### src/rtl/pdm_par_pkg.sv
package pdm_par_pkg;

   // Width of the sample, the error accumulator and the feedback value.
   localparam int unsigned PDM_W = 16;
   // Default number of bit slots resolved per fabric clock.
   localparam int unsigned PDM_DEFAULT_LANES = 8;

   typedef logic [PDM_W-1:0] pdm_val_t;

   // Modulator state handed from one step to the next.
   typedef struct packed {
      pdm_val_t err;
      pdm_val_t fb;
   } pdm_state_t;

   localparam pdm_val_t PDM_FULL  = {PDM_W{1'b1}};
   localparam pdm_val_t PDM_EMPTY = {PDM_W{1'b0}};

endpackage

### src/rtl/pdm_substep.sv
module pdm_substep
   import pdm_par_pkg::*;
(
   input  pdm_val_t   sample,
   input  pdm_state_t st_in,
   output logic       bit_out,
   output pdm_state_t st_out
);

   logic decide;

   // Decision: compare the held sample against the error before this step.
   always_comb begin
      decide = (sample >= st_in.err);
   end

   // Error update uses the feedback from the step before, not this decision.
   always_comb begin
      st_out.err = st_in.err + st_in.fb - sample;
      st_out.fb  = decide ? PDM_FULL : PDM_EMPTY;
   end

   assign bit_out = decide;

endmodule

### src/rtl/pdm_chain.sv
module pdm_chain
   import pdm_par_pkg::*;
#(
   parameter int unsigned LANES = PDM_DEFAULT_LANES
)(
   input  pdm_val_t         sample,
   input  pdm_state_t       st_seed,
   output logic [LANES-1:0] bits,
   output pdm_state_t       st_final
);

   localparam int unsigned NODES = LANES + 1;

   pdm_state_t st_link [NODES];

   assign st_link[0] = st_seed;

   // One decision step per lane; lane 0 is the earliest in time.
   for (genvar i = 0; i < LANES; i++) begin : g_lane
      pdm_substep u_step (
         .sample  (sample),
         .st_in   (st_link[i]),
         .bit_out (bits[i]),
         .st_out  (st_link[i+1])
      );
   end

   assign st_final = st_link[NODES-1];

endmodule

### src/rtl/pdm_state_reg.sv
module pdm_state_reg
   import pdm_par_pkg::*;
#(
   parameter int unsigned LANES = PDM_DEFAULT_LANES
)(
   input  logic             clk,
   input  logic             en,
   input  logic [LANES-1:0] bits_nxt,
   input  pdm_state_t       st_nxt,
   output logic [LANES-1:0] word_q,
   output pdm_state_t       st_q
);

   localparam logic [LANES-1:0] WORD_ZERO = '0;

   always_ff @(posedge clk or negedge en) begin
      if (!en) begin
         word_q    <= WORD_ZERO;
         st_q.err  <= PDM_EMPTY;
         st_q.fb   <= PDM_EMPTY;
      end else begin
         word_q    <= bits_nxt;
         st_q      <= st_nxt;
      end
   end

   // Feedback register and word register come from different chain taps.
   assert_fb_tracks_last_bit_R3: assert property (@(posedge clk) disable iff (!en)
      st_q.fb == (word_q[LANES-1] ? PDM_FULL : PDM_EMPTY))
      else $error("feedback state disagrees with last bit of word");

   // A fall of enable must have cleared everything by the next edge.
   assert_clear_on_disable_R5: assert property (@(posedge clk)
      $fell(en) |-> (word_q == WORD_ZERO && st_q.err == PDM_EMPTY && st_q.fb == PDM_EMPTY))
      else $error("state not cleared after enable fell");

endmodule

### src/rtl/pdm_par_modulator.sv
module pdm_par_modulator
   import pdm_par_pkg::*;
#(
   parameter int unsigned LANES = PDM_DEFAULT_LANES
)(
   input  logic             clk,
   input  logic             en,
   input  logic [15:0]      sample,
   output logic [LANES-1:0] pdm_word
);

   localparam int unsigned MAX_LANES = 64;
   localparam logic [LANES-1:0] WORD_ONES = '1;

   // Elaboration-time parameter checks.
   if (LANES < 1) begin : g_bad_lanes_low
      $error("LANES must be at least 1");
   end
   if (LANES > MAX_LANES) begin : g_bad_lanes_high
      $error("LANES above supported maximum");
   end
   if (PDM_W != 16) begin : g_bad_width
      $error("sample port is fixed at 16 bits");
   end

   pdm_state_t       st_q;
   pdm_state_t       st_nxt;
   logic [LANES-1:0] bits_nxt;
   logic [LANES-1:0] word_q;

   pdm_chain #(.LANES(LANES)) u_chain (
      .sample   (sample),
      .st_seed  (st_q),
      .bits     (bits_nxt),
      .st_final (st_nxt)
   );

   pdm_state_reg #(.LANES(LANES)) u_state (
      .clk      (clk),
      .en       (en),
      .bits_nxt (bits_nxt),
      .st_nxt   (st_nxt),
      .word_q   (word_q),
      .st_q     (st_q)
   );

   assign pdm_word = word_q;

   // Earliest bit of the word follows the comparison against the seed error.
   assert_first_bit_compare_R2: assert property (@(posedge clk) disable iff (!en)
      $past(en) |-> (word_q[0] == ($past(sample) >= $past(st_q.err))))
      else $error("bit 0 does not follow sample >= error");

   // Full-scale sample held for the clock yields ones in every slot.
   assert_full_scale_word_R8: assert property (@(posedge clk) disable iff (!en)
      ($past(en) && $past(sample) == 16'hFFFF) |-> (word_q == WORD_ONES))
      else $error("full-scale sample did not give all-ones word");

endmodule

### config.mk
export PLATFORM = sky130hd
export DESIGN_NAME = pdm_par_modulator
export DESIGN_NICKNAME = d
export VERILOG_FILES = /design/src/rtl/pdm_par_pkg.sv /design/src/rtl/pdm_substep.sv /design/src/rtl/pdm_chain.sv /design/src/rtl/pdm_state_reg.sv /design/src/rtl/pdm_par_modulator.sv
export SDC_FILE = /design/constraint.sdc
export NUM_CORES = 1
export LEC_CHECK = 0
export BUFFER_PORTS_ARGS = -buffer_cell sky130_fd_sc_hd__buf_2
export CAP_MARGIN = 20
export CORE_MARGIN = 1
export CORE_UTILIZATION = 45
export DETAILED_ROUTE_END_ITERATION = 6
export GPL_TIMING_DRIVEN = 0
export MAX_ROUTING_LAYER = met4
export SLEW_MARGIN = 20
export SYNTH_ARGS = -nofsm -noshare
export SYNTH_HDL_FRONTEND = slang
export SYNTH_HIERARCHICAL = 1
export SYNTH_SLANG_ARGS = --single-unit
### constraint.sdc
create_clock -name clk -period 17.13 [get_ports clk]
set_clock_uncertainty 0.15 [all_clocks]
set_input_delay 3.426 -clock clk [delete_from_list [all_inputs] [get_ports clk]]
set_output_delay 3.426 -clock clk [all_outputs]
set_load 0.02 [all_outputs]
==> metrics, run 1 <==
status=finished with violations; failing checks=negative setup slack; fmax=57.87 MHz; CP max-delay cell=fa_2; R2R setup slack=2.66 ns; number of global-route vias before repair=13660; met3 WL post-DR=1.212 mm; most common cell after layout, fill and taps aside=inv_1; placer congestion estimate=0.8353; CP Class=input port to register; Clock Path Buffers=2; Initial Util=45.86%; synth warn=6; clock slew at reported path FFs=0.08 ns; synth top area cells=ha_1 21%, fa_1 16%, inv_1 13%; gr usage total=24.09%; Final Util=63.05%; Final Slew Violations=0; first-pass GRT wire length=67.16 mm; Synth Net Count=2354; filler instances=2766; Final setup violation count=25; die area=35090 sq um; top layer in use=met4; DR vias/cell=5.228; CP Launch Point=sample[5]; Least-Margin Pin Slew=0.5859 ns; sequential fraction of the synthesis area=6.477%; unrepaired setup endpoints after global routing=yes; Slew headroom=60.94%; crit path DAT=17.31 ns; Yosys cell types=62; largest net degree at the start of global routing=41; Detailed Place HPWL=27.65 mm; root buffer cell=clkbuf_16; count of final hold-check violations=0; buffers added on ports=25; Top cell by count, worst path=ha_4; R2R Path End=u_state/st_q[28]; DR WL/cell=16.10 um; CTS sink count=40; antenna violations before repair=0; Rows=67; layout cell share with drive strength beyond 1=36.56%; H-tree Lvls=2; hold wc startpoint=u_state/st_q[31]; grt ovf=0; Post-Synthesis Cells=1960; fin nets=2595; worst hold path endpoint=u_state/word_q[0]; Post-Route WL=42.65 mm; synthesized area=15450 sq um; CP max FO=6; CTS tree=done; top cell type's share of synthesized area=20.73%; commonest cells after routing, fill and taps aside=476 x inv_1, 293 x buf_4, 144 x ha_1; Clk Latency, worst-skew pair=0.31 ns; DRC errors left=0; Avg Inst Size Synth=7.884 sq um; die width=187.3 um; Area growth syn-to-layout=37.50%; wl on met1=19.12 mm; Vias=13850; min setup slack post-route=-0.1511 ns; fraction of registers with async set/reset=100.0%; Synth Flop Type=dfrtp_1; CP Launch Type=input port; drt first pass iters=5; worst hold path stage count=6; area of the core=33700 sq um; r2r worst-path depth=69; slowest stage delay, CP=0.56 ns; Inserted Clock Buffers=5; ant diodes=0; reg2reg start=u_state/st_q[17]; CTS Hold Bufs=0; ANT nets after route=0; max cap viols=0; FF+latch count, synth=40; die height=187.3 um; post-synth top area cell=ha_1; EDFF count, synth=0; 1st-iter DRT viols=559; I/O Pins=26; worst hold path class=register to register; Critical Path RT=17.16 ns; metal2 WL=21.27 mm; post-layout min period=17.28 ns; CP Capture Type=register; period utilization=100.9%
per-layer routing:
layer | vias up | global-route usage, %
met3 | 60 | 1.445
met5 | - | -
li1 | 6815 | -
met2 | 253 | 41.85
met1 | 6726 | 30.70
met4 | 0 | 5.139
cells in the mapped netlist (17+ instances only):
cell / instances
inv_1: 537
ha_1: 256
buf_4: 133
a21oi_1: 123
fa_1: 120
a21o_1: 73
nand2_1: 71
xnor2_1: 71
o21ai_0: 67
nor2_1: 55
dfrtp_1: 40
nand2b_1: 38
nand3_1: 29
xor2_1: 25
o211ai_1: 24
a31oi_1: 21
nor3_1: 21
nor2b_1: 20
a211oi_1: 17
a221oi_1: 17
o21a_1: 17
kinds of logic after synthesis:
family,synth area share [%]
and+or+nand+nor,10.70
AOI/OAI and AO/OA,20.18
xor gates and xnor gates,5.441
DFF,6.477
muxes,1.271
adders and majority gates,36.27
buffers and inverters,19.67
through the flow:
stage | cells | setup slack (ns) | instance area (sq um) | hold WS [ns] | TNS, ns
floorplan | 1960 | 0.004318 | 15590 | 0.8653 | 0
global placement | 2433 | -3.375 | 16270 | 1.132 | -98.48
detailed placement | 2434 | -2.741 | 16290 | 0.7798 | -82.88
CTS | 2567 | 0.0001492 | 19340 | 0.7973 | 0
global route | 2650 | -0.6906 | 21250 | 1.006 | -16.82
finish | 2650 | -0.1511 | 21250 | 0.9102 | -1.899
repair_timing:
action / CTS / global route
setup endpoints to repair: 34 / 32
pin swaps: 145 / 209
buffers inserted: 121 / 89
cloned: 4 / 1
gates resized for setup: 348 / 273
critical path: cells and delay by family:
family                     cells  cell delay, ns
muxes                          3            0.34
AOI/OAI and AO/OA             14            2.71
adders and majority gates     14            5.32
buffers and inverters         20            1.70
and+or+nand+nor               19            3.79
worst max-delay path by stage:
stage / endpoint / slack, ns / depth (start not counted)
6_report: u_state/st_q[28] / -0.15 / 70
3_5_place_dp: u_state/st_q[28] / -2.74 / 66
2_1_floorplan: u_state/st_q[30] / 0.004 / 68
3_3_place_gp: u_state/st_q[28] / -3.37 / 66
5_1_grt: u_state/st_q[31] / -0.69 / 70
4_1_cts: u_state/st_q[30] / 0.0001 / 73
sequential cells by signal, indices dropped and copies added (netlist names):
register	flops
u_state/st_q	32
u_state/word_q	8
final cells by class:
cell class / count / area [sq um] / share of cell area, %
clock inverter: 2 / 38.79 / 0.1825
clock buffer: 6 / 138.9 / 0.6536
tap: 448 / 560.5 / 2.638
buffer: 137 / 1134 / 5.335
timing repair buffer: 233 / 2175 / 10.23
multi-input combinational: 1247 / 14180 / 66.75
inverter: 537 / 2018 / 9.498
sequential: 40 / 1001 / 4.711
Power of run 1 is left out: the tool's default activity adds up to more than one toggle a clock period on the data nets, which glitch-free logic cannot reach.
==> run 2, diff against run 1 <==
--- a/config.mk
+++ b/config.mk
@@ -8,7 +8,7 @@
 export BUFFER_PORTS_ARGS = -buffer_cell sky130_fd_sc_hd__buf_2
 export CAP_MARGIN = 20
 export CORE_MARGIN = 1
-export CORE_UTILIZATION = 45
+export CORE_UTILIZATION = 38
 export DETAILED_ROUTE_END_ITERATION = 6
 export GPL_TIMING_DRIVEN = 0
 export MAX_ROUTING_LAYER = met4
==> metrics, run 2 (synthesis results as in run 1) <==
status=finished with violations (unchanged); failing checks=design-rule violations, negative setup slack (was negative setup slack); Top cell by count, worst path=inv_1 (was ha_4); CTS Hold Bufs=0 (unchanged); reg2reg start=u_state/st_q[17] (unchanged); post-layout min period=17.48 ns (was 17.28 ns); root buffer cell=clkbuf_16 (unchanged); top flop regs=u_state/st_q x32, u_state/word_q x8 (unchanged); Final setup violation count=26 (was 25); gr usage total=20.68% (was 24.09%); placer congestion estimate=0.8767 (was 0.8353); Detailed Place HPWL=28.00 mm (was 27.65 mm); buffers added on ports=25 (unchanged); DR vias/cell=5.055 (was 5.228); Clk Latency, worst-skew pair=0.30 ns (was 0.31 ns); CP max FO=16 (was 6); Hold WS=0.7043 ns (was 0.9102 ns); CP Launch Type=input port (unchanged); number of global-route vias before repair=13810 (was 13660); Clock Path Buffers=2 (unchanged); Inserted Clock Buffers=5 (unchanged); DP Area=16390 sq um (was 16290 sq um); setup tns final=-6.523 ns (was -1.899 ns); area of the core=39910 sq um (was 33700 sq um); grt ovf=0 (unchanged); fmax=57.21 MHz (was 57.87 MHz); end of the critical path=u_state/st_q[30] (was u_state/st_q[28]); Final Slew Violations=0 (unchanged); antenna violations before repair=0 (unchanged); drt first pass iters=7 (was 5); commonest cells after routing, fill and taps aside=481 x inv_1, 275 x buf_4, 149 x ha_1 (was 476 x inv_1, 293 x buf_4, 144 x ha_1); CTS sink count=40 (unchanged); Slew headroom=36.44% (was 60.94%); CTS tree=done (unchanged); R2R Path End=u_state/st_q[30] (was u_state/st_q[28]); Least-Margin Pin Slew=0.9534 ns (was 0.5859 ns); worst hold path stage count=5 (was 6); DRC errors left=1 (was 0); Final Cell Area=21020 sq um (was 21250 sq um); die height=203.7 um (was 187.3 um); layout cell share with drive strength beyond 1=35.67% (was 36.56%); Post-Route WL=42.33 mm (was 42.65 mm); CP Capture Type=register (unchanged); Place WS=-2.944 ns (was -2.741 ns); clock slew at reported path FFs=0.07 ns (was 0.08 ns); DR WL/cell=15.64 um (was 16.10 um); CP Launch Point=sample[5] (unchanged); die width=203.7 um (was 187.3 um); Vias=13680 (was 13850); min setup slack post-route=-0.3493 ns (was -0.1511 ns); Largest Register=u_state/st_q (unchanged); r2r worst-path depth=72 (was 69); ant diodes=0 (unchanged); CP Class=input port to register (unchanged); I/O Pins=26 (unchanged); slowest stage delay, CP=0.56 ns (about the same); ANT nets after route=0 (unchanged); die area=41480 sq um (was 35090 sq um); unrepaired setup endpoints after global routing=yes (unchanged); Critical Path RT=17.16 ns (about the same); H-tree Lvls=2 (unchanged); largest net degree at the start of global routing=41 (unchanged); period utilization=102.0% (was 100.9%); first-pass GRT wire length=68.46 mm (was 67.16 mm); max cap viols=0 (unchanged); count of final hold-check violations=0 (unchanged); worst hold path class=register to register (unchanged); R2R setup slack=2.49 ns (was 2.66 ns); 1st-iter DRT viols=540 (was 559); Initial Util=38.72% (was 45.86%); fin nets=2574 (was 2595); Area growth syn-to-layout=36.05% (was 37.50%); max reg flops=32 (unchanged); CP max-delay cell=fa_2 (unchanged); most common cell after layout, fill and taps aside=inv_1 (unchanged); crit path DAT=17.51 ns (was 17.31 ns); Rows=73 (was 67)
-- run 2: cell type report --
type                            count  area (sq um)
Multi-Input combinational cell   1247         14110
Inverter                          537          2021
Fill cell                        3555         18890
Sequential cell                    40          1001
Clock buffer                        5         125.1
Clock inverter                      3         46.29
Buffer                            137          1122
Tap cell                          525         656.9
Timing Repair Buffer              212          1939
-- run 2: worst min path at each step --
stage	slack (ns)	from	to
3_3_place_gp	1.14	u_state/st_q[31]	u_state/word_q[0]
5_1_grt	0.77	u_state/st_q[31]	u_state/word_q[0]
4_1_cts	0.63	u_state/st_q[31]	u_state/word_q[0]
6_report	0.70	u_state/st_q[31]	u_state/word_q[0]
3_5_place_dp	0.61	u_state/st_q[31]	u_state/word_q[0]
2_1_floorplan	0.87	u_state/st_q[31]	u_state/word_q[0]
-- run 2: what timing repair did --
| item | 4_1_cts | 5_1_grt |
|---|---|---|
| pin swaps | 151 | 150 |
| resized for setup | 382 | 220 |
| cloned | 4 | 0 |
| setup endpoints to repair | 34 | 32 |
| buffers inserted | 104 | 83 |
-- run 2: layer usage --
metal  global-route usage (%)  vias up  wire [um]
met2                    35.82      188      20950
met5                        -        -          0
li1                         -     6768          -
met4                    3.115        0        682
met3                    1.390       42        995
met1                    26.80     6680      19700
-- run 2: critical path, delay by kind of cell --
family                     cells  cell delay [ns]
AOI/OAI and AO/OA             17             2.67
xor gates and xnor gates       2             0.32
adders and majority gates     14             5.36
buffers and inverters         21             1.94
muxes                          2             0.20
and+or+nand+nor               17             3.55
-- run 2: through the flow --
stage                     std cells  util (%)
after global routing           2706     52.67
after floorplan                1960         -
after global placement         2510     41.01
after detailed placement       2511     41.06
after CTS                      2627     48.55
final                          2706     52.67
Power of run 2 is left out for the same reason.
